===== src/rtl/mw_master.sv =====
module mw_master #(
  parameter int DEPTH = 8,
  parameter int DIV_W = 8,
  parameter int MAXL  = 16
) (
  input  logic             clk,
  input  logic             rst_n,
  input  logic             tx_push,
  input  logic [7:0]       tx_data,
  output logic             tx_full,
  output logic             tx_empty,
  input  logic             rx_pop,
  output logic [MAXL-1:0]  rx_data,
  output logic             rx_full,
  output logic             rx_empty,
  output logic             rx_overrun,
  input  logic [4:0]       reply_len,
  input  logic [DIV_W-1:0] sk_half,
  output logic             busy,
  output logic             sk,
  output logic             cs_n,
  output logic             so,
  input  logic             si
);
  localparam int AW  = $clog2(DEPTH);
  localparam int CW  = AW + 1;
  localparam int LW  = 5;
  localparam int CYW = LW + 1;

  // transmit queue
  logic [7:0]    txm [DEPTH];
  logic [AW-1:0] txw, txr;
  logic [CW-1:0] txc;
  logic          tx_wr, tx_rd;

  // receive queue
  logic [MAXL-1:0] rxm [DEPTH];
  logic [AW-1:0]   rxw, rxr;
  logic [CW-1:0]   rxc;
  logic            rx_wr, rx_rd, rx_done;

  // frame engine
  logic             act, sk_q;
  logic [7:0]       sh;
  logic [MAXL-1:0]  rsh;
  logic [LW-1:0]    len_q, eff_len;
  logic [DIV_W-1:0] half_q, eff_half, dcnt;
  logic [CYW-1:0]   cyc;
  logic             tick, last, start;

  assign tx_full  = (txc == CW'(DEPTH));
  assign tx_empty = (txc == '0);
  assign rx_full  = (rxc == CW'(DEPTH));
  assign rx_empty = (rxc == '0);
  assign tx_wr    = tx_push && !tx_full;
  assign rx_rd    = rx_pop && !rx_empty;
  assign rx_data  = rxm[rxr];

  always_comb begin
    if (reply_len < LW'(4))         eff_len = LW'(4);
    else if (reply_len > LW'(MAXL)) eff_len = LW'(MAXL);
    else                            eff_len = reply_len;
  end
  assign eff_half = (sk_half == '0) ? DIV_W'(1) : sk_half;

  assign tick    = act && (dcnt == half_q - DIV_W'(1));
  assign last    = tick && sk_q && (cyc == CYW'(len_q) + CYW'(8));
  assign start   = (!act || last) && !tx_empty;
  assign tx_rd   = start;
  assign rx_done = last;
  assign rx_wr   = rx_done && !rx_full;

  assign busy = act;
  assign cs_n = !act;
  assign sk   = sk_q;
  assign so   = act && (cyc < CYW'(8)) && sh[7];

  always_ff @(posedge clk) begin
    if (tx_wr) txm[txw] <= tx_data;
    if (rx_wr) rxm[rxw] <= rsh;
  end

  always_ff @(posedge clk) begin
    if (!rst_n) begin
      txw <= '0; txr <= '0; txc <= '0;
      rxw <= '0; rxr <= '0; rxc <= '0;
      rx_overrun <= 1'b0;
    end else begin
      if (tx_wr) txw <= txw + AW'(1);
      if (tx_rd) txr <= txr + AW'(1);
      txc <= txc + CW'(tx_wr) - CW'(tx_rd);
      if (rx_wr) rxw <= rxw + AW'(1);
      if (rx_rd) rxr <= rxr + AW'(1);
      rxc <= rxc + CW'(rx_wr) - CW'(rx_rd);
      if (rx_done && rx_full) rx_overrun <= 1'b1;
    end
  end

  always_ff @(posedge clk) begin
    if (!rst_n) begin
      act <= 1'b0; sk_q <= 1'b0; sh <= '0; rsh <= '0;
      len_q <= LW'(4); half_q <= DIV_W'(1); dcnt <= '0; cyc <= '0;
    end else if (start) begin
      act <= 1'b1; sk_q <= 1'b0; sh <= txm[txr]; rsh <= '0;
      len_q <= eff_len; half_q <= eff_half; dcnt <= '0; cyc <= '0;
    end else if (last) begin
      act <= 1'b0; sk_q <= 1'b0; dcnt <= '0;
    end else if (act) begin
      if (tick) begin
        dcnt <= '0;
        sk_q <= !sk_q;
        if (!sk_q) begin
          if (cyc > CYW'(8)) rsh <= {rsh[MAXL-2:0], si};
        end else begin
          cyc <= cyc + CYW'(1);
          if (cyc < CYW'(8)) sh <= {sh[6:0], 1'b0};
        end
      end else begin
        dcnt <= dcnt + DIV_W'(1);
      end
    end
  end

  AST_IDLE_LEVELS: assert property (@(posedge clk) disable iff (!rst_n) cs_n |-> (!sk && !so && !busy));
  AST_SO_STABLE_AT_RISE: assert property (@(posedge clk) disable iff (!rst_n) (tick && !sk_q) |=> $stable(so));
  AST_START_NEEDS_DATA: assert property (@(posedge clk) disable iff (!rst_n) $fell(cs_n) |-> $past(!tx_empty));
  AST_QUIET_AFTER_CMD: assert property (@(posedge clk) disable iff (!rst_n) (act && cyc >= CYW'(8)) |-> !so);
  AST_TX_BOUND: assert property (@(posedge clk) disable iff (!rst_n) txc <= CW'(DEPTH));
  AST_TX_DROP_FULL: assert property (@(posedge clk) disable iff (!rst_n) (tx_push && tx_full && !tx_rd) |=> tx_full);
  AST_OVERRUN_SET: assert property (@(posedge clk) disable iff (!rst_n) (rx_done && rx_full) |=> (rx_overrun && rx_full));
  AST_OVERRUN_STICKY: assert property (@(posedge clk) disable iff (!rst_n) rx_overrun |=> rx_overrun);
endmodule


===== config.mk =====
export PLATFORM = sky130hd
export DESIGN_NAME = mw_master
export DESIGN_NICKNAME = d
export VERILOG_FILES = /design/src/rtl/mw_master.sv
export SDC_FILE = /design/constraint.sdc
export NUM_CORES = 1
export LEC_CHECK = 0
export BUFFER_PORTS_ARGS = -buffer_cell sky130_fd_sc_hd__buf_4
export CELL_PAD_IN_SITES_DETAIL_PLACEMENT = 1
export CELL_PAD_IN_SITES_GLOBAL_PLACEMENT = 1
export CORE_ASPECT_RATIO = 2
export CORE_UTILIZATION = 36
export CTS_BUF_LIST = sky130_fd_sc_hd__clkbuf_8
export CTS_CLUSTER_SIZE = 28
export DETAILED_ROUTE_END_ITERATION = 16
export MAX_ROUTING_LAYER = met4
export PLACE_DENSITY_LB_ADDON = 0.1
export SLEW_MARGIN = 20
export SYNTH_ARGS = -nofsm -noshare
export SYNTH_HDL_FRONTEND = slang
export SYNTH_SLANG_ARGS = --single-unit

===== constraint.sdc =====
create_clock -name clk -period 5 [get_ports clk]
set_clock_uncertainty 0.1 [all_clocks]
set_input_delay 0 -clock clk [delete_from_list [all_inputs] [get_ports clk]]
set_output_delay 0 -clock clk [all_outputs]
set_load 0.03 [all_outputs]

==> results.txt, run 1 <==
- The flow ran to the end, and the final reports show no timing, DRC or antenna violations.
- The worst register-to-register path begins at half_q[0].
* CTS tree: done
- Gate family responsible for the most delay along the worst path: adder cells
* Synthesis-to-finish area growth: 17.1%
- STA puts the critical path data arrival time at 4.10 ns.
- Final Util: 43.2%
- # clock sinks: 272
- The worst hold path belongs to the class primary input to flop.
- The HPWL after detailed placement is 17.3 mm.
- CP Capture Type: flop
* Total nets after synthesis: 756
- Worst r2r dst: txc[2]
* Number of buffers created by CTS: 39
* Fmax: 264 MHz
- Dividing the detail-routed via count by the number of cells gives 5.13.
* Detail Route met3 WL: 899 µm
- Clock-pin slew was measured on the worst setup and hold paths at 0.07 ns.
- WL final: 25.5 mm
* Slew headroom: 28.5%
* Width of the chip: 127 µm
* Post-DP Area: 12000 µm²
- Dominant cells by area after synthesis: sky130_fd_sc_hd__edfxtp_1 (52%), sky130_fd_sc_hd__dfxtp_1 (14%), sky130_fd_sc_hd__mux4_2 (9.7%), sky130_fd_sc_hd__mux2i_1 (3.2%), sky130_fd_sc_hd__ha_1 (2.4%)
* Final GP Congestion: 0.709
- Initial antenna violation count: 1
- Count of routing violations after the opening detailed-route iteration: 241
* IO Count: 51
* Via count of the first global-routing pass: 7047
- Setup repair after global routing missed its margin: no
- Post-DR wirelength/cell: 21.1 µm
* Count of endpoints failing hold in the final timing report: 0
* Die Y: 251 µm
- Power spread over the standard cell area amounts to 493 nW/µm².
- Number of H-tree levels: 2
* Fraction of layout cells with a size suffix above 1: 27.5%
- Max Root-Sink Buffers: 3
* Cell-by-cell listing of the critical path: inv_1, ha_1, or3b_1, nor4_1, o211ai_2, a2111oi_2, a21oi_2, inv_2, ha_1, inv_1, ha_1, inv_1, fa_1, xor2_1, nor2_1
* Final-report setup violation count: 0
* FFs w/ async S/R, synth: 0%
- After synthesis, the largest area contributor takes up 51.6% of total cell area.
- Wire length of the first global-routing pass: 39.8 mm
- Worst hold path stage count: 2
- The clock reaches the later pin of the worst-skew pair after 0.55 ns.
- Combined area of all synthesized cells: 11200 µm²
- Top flip-flop cell by instance count after synthesis: sky130_fd_sc_hd__edfxtp_1
- The biggest area contributor in the post-synthesis netlist is sky130_fd_sc_hd__edfxtp_1.
- The final max-slew violation count was 0.
- Port buffering added 50 buffers.
- Drt first pass iters: 4
- Core region area: 30300 µm²
* Reg2Reg Depth: 15
- The root buffer cell chosen for the clock tree is sky130_fd_sc_hd__clkbuf_8.
- Sequential cell area fraction in the yosys report: 66.0%
- The detailed router used layers up to and including met4.
- Cell at the slowest stage of the critical path: sky130_fd_sc_hd__or3b_1
- Worst min-delay path startpoint: tx_data[4]
- Peak fanout along the critical path: 16
- Smallest hold slack: 0.122 ns
- Data required time of the worst path: 5.31 ns
- Global routing finished with a remaining overflow of 0.
- The die covers 31800 µm².
- Once detail routing completed, the nets flagged for antenna violations numbered 0.
* Yosys Warn Count: 0
- The net count of the finished layout is 857.
* Maximum number of pins on one net before global-route repair: 33
- Wire segments on met2 add up to 15.5 mm in the final route.
- Counting I/O delays and the setup requirement, the final critical path takes 3.79 ns.
* Ratio of final minimum period to clock period: 75.8%
* Max rail drop VDD: 287 µV
* Category of the worst setup path launch point: flop
* Combined global-route utilization of all metal layers: 17.4%
- The setup check on the worst reg-to-reg path leaves a slack of 1.21 ns.
- The number of gates resized after CTS was 0.
* EDFF count, synth: 192
- For this design the static power due to leakage is 4.67 nW.
- Number of synthesized register bits: 272
- The floorplan has 90 rows.
* Accumulated negative setup slack: 0 ns
* Max capacitance violation total: 0
- In this run the mean area of a mapped cell was 15.8 µm².
* Crit Path Category: flop to flop
* DRT met1 WL: 8.15 mm
- Area of all placed cells without fillers: 13100 µm²
* Transition time of the tightest slew-check pin: 1.07 ns
* DRC viols: 0
- CP bufs+invs: 4
- Total via count in the routed design: 6186
- The largest single stage delay on the critical path is 0.39 ns.
- Unique masters post-synth: 62
- The initial utilization of the core area, before any placement, comes to 36.9%.
- Gate count after technology mapping: 707
- The worst hold path terminates at txm[4][4].
==> worst reg2reg max path, stage by stage, from the launching register on <==
cell                        delay (ns)
sky130_fd_sc_hd__dfxtp_1          0.35
sky130_fd_sc_hd__inv_1            0.08
sky130_fd_sc_hd__ha_1             0.22
sky130_fd_sc_hd__or3b_1           0.39
sky130_fd_sc_hd__nor4_1           0.38
sky130_fd_sc_hd__o211ai_2         0.19
sky130_fd_sc_hd__a2111oi_2        0.29
sky130_fd_sc_hd__a21oi_2          0.12
sky130_fd_sc_hd__inv_2            0.33
sky130_fd_sc_hd__ha_1             0.32
sky130_fd_sc_hd__inv_1            0.06
sky130_fd_sc_hd__ha_1             0.17
sky130_fd_sc_hd__inv_1            0.06
sky130_fd_sc_hd__fa_1             0.38
sky130_fd_sc_hd__xor2_1           0.16
sky130_fd_sc_hd__nor2_1           0.06
==> timing repair <==
item,4_1_cts,5_1_grt
setup buffers,0,0
hold buffers,28,0
setup endpoints to repair,0,0
hold endpoints to repair,100,0
==> area by class of cell <==
type                       count  area [µm²]
antenna                        1        2.50
clock buffer                  45         619
clock inverter                25         190
fill                        3030       17200
inverter                      26        97.6
multi-input combinational    380        3600
sequential                   272        7370
tap                          368         460
timing repair buffer          89         738
==> report_power, final <==
group	switching [mW]	internal, mW
Clock	0.843	0.984
Combinational	0.980	0.914
Sequential	0.184	2.54
==> kinds of logic (layout without fill, tap and decap cells) <==
| kind of cell | count (synthesis) | count (layout) | synth area share (%) |
|---|---|---|---|
| flip-flops | 272 | 272 | 66.0 |
| AND/OR/NAND/NOR | 164 | 164 | 8.10 |
| multiplexers | 107 | 107 | 15.2 |
| buffers and inverters | 55 | 185 | 2.24 |
| AO/OA/AOI/OAI | 54 | 54 | 3.26 |
| XOR/XNOR | 32 | 32 | 2.51 |
| adder cells (fa/ha/maj) | 23 | 23 | 2.71 |
| other | 0 | 1 | 0 |
==> routing by layer <==
metal  up-vias  global-route usage [%]
li1       2867                       -
met5         -                       -
met1      3159                    15.1
met4         0                    7.50
met3        48                    3.09
met2       112                    35.3
==> sequential cells by signal, indices dropped and copies added, names as in the netlist, named ones only <==
signal and cells:
half_q 8, rxr 3, sh 8, txm 64, rxw 3, len_q 5
dcnt 8, rxc 4, txc 4, txw 3, busy 1, cyc 6
rxm 128, rsh 16, txr 3, sk 1, rx_overrun 1
==> how the worst max path moves through the flow <==
stage               cells after the start  startpoint  slack, ns   endpoint
finish                                 15   half_q[0]       1.21     txc[2]
global route                           15   half_q[0]       0.92     txc[2]
CTS                                    15   half_q[0]       1.19     txc[2]
detailed placement                     15   half_q[0]       1.20     txc[2]
global placement                       15   half_q[0]       1.44     txc[3]
floorplan                               8   half_q[0]       1.09  rxm[5][0]
==> cell usage after synthesis (2+ instances only) <==
master and n:
sky130_fd_sc_hd__edfxtp_1 192, sky130_fd_sc_hd__dfxtp_1 80, sky130_fd_sc_hd__nor2_1 51, sky130_fd_sc_hd__mux4_2 48, sky130_fd_sc_hd__mux2i_1 36, sky130_fd_sc_hd__inv_1 25, sky130_fd_sc_hd__nand2_1 24, sky130_fd_sc_hd__mux2_2 23
sky130_fd_sc_hd__a21oi_1 22, sky130_fd_sc_hd__ha_1 21, sky130_fd_sc_hd__xnor2_1 18, sky130_fd_sc_hd__clkbuf_1 16, sky130_fd_sc_hd__o21ai_0 14, sky130_fd_sc_hd__xor2_1 14, sky130_fd_sc_hd__nand3_1 10, sky130_fd_sc_hd__nor2_2 10
sky130_fd_sc_hd__nor2_4 10, sky130_fd_sc_hd__nor3_1 10, sky130_fd_sc_hd__and2_1 7, sky130_fd_sc_hd__nand4_1 6, sky130_fd_sc_hd__buf_1 5, sky130_fd_sc_hd__nor4_1 5, sky130_fd_sc_hd__and3_1 4, sky130_fd_sc_hd__buf_2 4
sky130_fd_sc_hd__buf_6 3, sky130_fd_sc_hd__nand2b_1 3, sky130_fd_sc_hd__nand3b_1 3, sky130_fd_sc_hd__nor2b_1 3, sky130_fd_sc_hd__or3_1 3, sky130_fd_sc_hd__a21o_1 2, sky130_fd_sc_hd__fa_1 2, sky130_fd_sc_hd__or2b_1 2
sky130_fd_sc_hd__or4_1 2
==> placed cells by master, fill, tap and decap left out, types with 14 or more instances in the layout <==
cell type,synthesis,final
sky130_fd_sc_hd__edfxtp_1,192,192
sky130_fd_sc_hd__dfxtp_1,80,77
sky130_fd_sc_hd__buf_4,0,61
sky130_fd_sc_hd__nor2_1,51,51
sky130_fd_sc_hd__mux4_2,48,48
sky130_fd_sc_hd__clkbuf_8,0,45
sky130_fd_sc_hd__mux2i_1,36,36
sky130_fd_sc_hd__inv_1,25,34
sky130_fd_sc_hd__dlygate4sd3_1,0,28
sky130_fd_sc_hd__nand2_1,24,24
sky130_fd_sc_hd__mux2_2,23,23
sky130_fd_sc_hd__a21oi_1,22,22
sky130_fd_sc_hd__ha_1,21,21
sky130_fd_sc_hd__xnor2_1,18,18
sky130_fd_sc_hd__o21ai_0,14,14
sky130_fd_sc_hd__xor2_1,14,14
==> through the flow <==
stage	cells	total power [mW]	setup WS, ns
2_1_floorplan	707	4.16	1.09
3_3_place_gp	1107	4.64	1.44
3_5_place_dp	1107	4.70	1.20
4_1_cts	1205	6.59	1.19
5_1_grt	1206	6.81	0.922
6_report	1206	6.45	1.21
(Power assumes the default switching activity.)
==> run 2: changes to the inputs <==
- clock period: 5 -> 3.9 ns (I/O delays scaled with it)
==> results.txt, run 2 (same netlist as run 1, synthesis figures left out) <==
- The min-delay analysis places its worst path in the category primary input to flop.
- Core region area: 30300 µm² (unchanged)
* Biggest registers after layout: rxm: 128 flops, txm: 64 flops, rsh: 16 flops
- The register-to-register setup slack was 0.40 ns (-0.81 ns).
- CTS tree: done
- The post-detailed-route wirelength per cell was 20.8 µm (-1.4%).
- Cell at the slowest stage of the critical path: sky130_fd_sc_hd__or3b_1
- WL final: 25.2 mm (-1.1%)
* Data arrival time of the worst path: 3.83 ns (-0.27 ns)
- CTS placed an instance of sky130_fd_sc_hd__clkbuf_8 at the clock tree root.
* Fraction of layout cells with a size suffix above 1: 28.1% (+0.58 points)
* Wire length of the first global-routing pass: 39.0 mm (-2.1%)
- Synthesis-to-finish area growth: 17.0%
* Count of endpoints failing hold in the final timing report: 0 (unchanged)
* CP Capture Type: flop
- The maximum VDD drop came to 319 µV (+11%).
- The cell depth of the worst hold path was 2 (unchanged).
- Max Root-Sink Buffers: 3 (unchanged)
- The half-perimeter wire length after placement came to 17.3 mm (-0.13%).
- The worst register-to-register path ends at rxc[2].
* Static leakage power: 4.65 nW (-0.24%)
* Area of all placed cells without fillers: 13100 µm² (-0.10%)
* Number of gates resized after cts: 0 (unchanged)
- The worst slew margin relative to its limit came to 32.0% (+3.5 points).
- Leaving out fill and tap cells, the most frequent cell in the layout is sky130_fd_sc_hd__edfxtp_1.
* Area of the die: 31800 µm² (unchanged)
- Launch instance of the worst register-to-register path: half_q[0]
- Transition time of the tightest slew-check pin: 1.02 ns (-0.0547 ns)
- The final-layout setup total negative slack came to 0 ns (unchanged).
* Data required time of the worst path: 4.23 ns (-1.08 ns)
* Register ranked first by flip-flop count: rxm
* Leading cell types in the layout, fill and taps excluded: sky130_fd_sc_hd__edfxtp_1 (192), sky130_fd_sc_hd__dfxtp_1 (78), sky130_fd_sc_hd__buf_4 (65), sky130_fd_sc_hd__nor2_1 (51)
- The residual antenna-violating net count after detailed routing is 0 (unchanged).
- The worst hold path terminates at txm[6][6].
- Number of buffers created by CTS: 40 (+2.6%)
- Final WS setup: 0.398 ns (-0.814 ns)
- Number of flip-flops under the largest register name: 128 (unchanged)
- The pin count of the biggest net entering global routing was 33 (unchanged).
- Via count of the first global-routing pass: 7033 (-0.20%)
- The H-tree depth is 2 (unchanged).
- The die span in y is 251 µm (unchanged).
* Reg2Reg Depth: 13 (-2)
* Site row count: 90 (unchanged)
- The global placer's final weighted congestion is 0.730 (+3.0%).
- The count of buffers inserted at the top-level ports came to 50 (unchanged).
* Crit Path Category: flop to flop
- The utilization of the core after routing is 43.1% (-0.045 points).
- Minimum period implied by the final worst setup slack: 3.50 ns (-0.286 ns)
- The placement-stage worst setup slack is 0.353 ns (-0.843 ns).
- The maximum frequency from static timing analysis is 286 MHz (+8.2%).
- The overall via count from detail_route came to 6137 (-0.79%).
- Category of the worst setup path launch point: flop
* Max capacitance violation total: 0 (unchanged)
- The clock latency on the worst-skew pair is 0.57 ns (+0.02 ns).
- Final-report setup violation count: 0 (unchanged)
- Combined global-route utilization of all metal layers: 17.2% (-0.27 points)
* Power Density: 625 nW/µm² (+27%)
- DRC viols: 0 (unchanged)
* Ratio of final minimum period to clock period: 89.8% (+14 points)
* Setup repair after global routing missed its margin: no
- Max-slew violation total from the final report: 0 (unchanged)
- Clock Pin Slew Worst Setup and Hold Paths: 0.06 ns (about the same)
- The count of nets after finishing was 862 (+0.58%).
- The number of search-and-repair iterations in the first detailed-routing pass is 4 (unchanged).
- The detailed-route vias per instance is 5.07 (-1.1%).
- Peak fanout along the critical path: 9 (-7)
* Result of the run: finished clean
- Max stage delay on crit path: 0.39 ns (about the same)
- The initial antenna violation count was 1 (unchanged).
- Remaining global-route overflow: 0 (unchanged)
* Worst min-delay path startpoint: tx_data[6]
- Cell-by-cell listing of the critical path: inv_1, ha_1, or3b_1, nor4_1, o211ai_2, a21oi_4, nand3_2, ha_1, inv_1, ha_1, fa_1, xnor2_1, nor2_1
- The number of sinks handled by clock tree synthesis is 272 (unchanged).
- Post-DP Area: 12000 µm² (+0.24%)
- Count of routing violations after the opening detailed-route iteration: 258 (+7.1%)
- IO Count: 51 (unchanged)
- Width of the chip: 127 µm (unchanged)
* Initial cell density of the core: 36.9% (unchanged)
- Most used cell, CP: sky130_fd_sc_hd__ha_1
## run 2: cell types whose count changed in the layout (fill, tap and decap cells not counted)
cell | previous run | this run
sky130_fd_sc_hd__clkinv_1 | 6 | 9
sky130_fd_sc_hd__dfxtp_1 | 77 | 78
sky130_fd_sc_hd__inv_6 | 2 | 1
sky130_fd_sc_hd__bufinv_16 | 3 | 0
sky130_fd_sc_hd__buf_4 | 61 | 65
sky130_fd_sc_hd__inv_8 | 0 | 1
sky130_fd_sc_hd__clkinv_2 | 3 | 6
sky130_fd_sc_hd__dfxtp_2 | 3 | 2
sky130_fd_sc_hd__inv_1 | 34 | 28
sky130_fd_sc_hd__clkbuf_8 | 45 | 48
## run 2: timing repair
item / in CTS / in global routing
hold buffers: 28 / 0
setup buffers: 0 / 0
hold endpoints to repair: 100 / 0
## run 2: layer usage
layer  GRT usage (%)  up-vias  wire length [µm]
li1                -     2878                 -
met1            14.5     3105              8180
met2            35.4      102             15500
met3            2.87       52               770
met4            7.09        0               807
met5               -        -                 0
## run 2: worst max-delay path by stage
stage / startpoint / slack, ns / depth (start not counted) / to
global placement: half_q[0] / 0.49 / 13 / rxc[2]
CTS: half_q[0] / 0.34 / 13 / rxc[2]
global route: half_q[0] / 0.14 / 13 / rxc[2]
floorplan: half_q[0] / -0.01 / 8 / rxm[5][0]
finish: half_q[0] / 0.40 / 13 / rxc[2]
detailed placement: half_q[0] / 0.35 / 13 / rxc[2]
## run 2: critical path, delay by kind of cell, from the launching register on
kind	cells	cell delay [ns]
AOI/OAI and AO/OA	2	0.45
and+or+nand+nor	4	1.01
xor gates and xnor gates	1	0.17
buffers and inverters	2	0.12
adders and majority gates	4	1.18
DFF	1	0.34
## run 2: metrics by stage
step	hold WS [ns]	cells	power [mW]
after detailed placement	0.131	1111	6.07
after global routing	0.108	1210	8.61
after CTS	0.0728	1209	8.35
final	0.122	1210	8.17
after global placement	0.125	1111	5.98
after floorplan	-0.00113	707	5.33
## run 2: layout make-up
class / count / area [µm²]
Fill cell: 3028 / 17200
Sequential cell: 272 / 7370
Multi-Input combinational cell: 380 / 3600
Timing Repair Buffer: 93 / 768
Clock buffer: 48 / 661
Tap cell: 368 / 460
Clock inverter: 22 / 106
Inverter: 26 / 97.6
Antenna cell: 1 / 2.50
## run 2: power by group
group | total [mW] | switching, mW | internal (mW)
clock network | 2.21 | 1.08 | 1.12
registers | 3.48 | 0.220 | 3.26
logic | 2.48 | 1.28 | 1.20
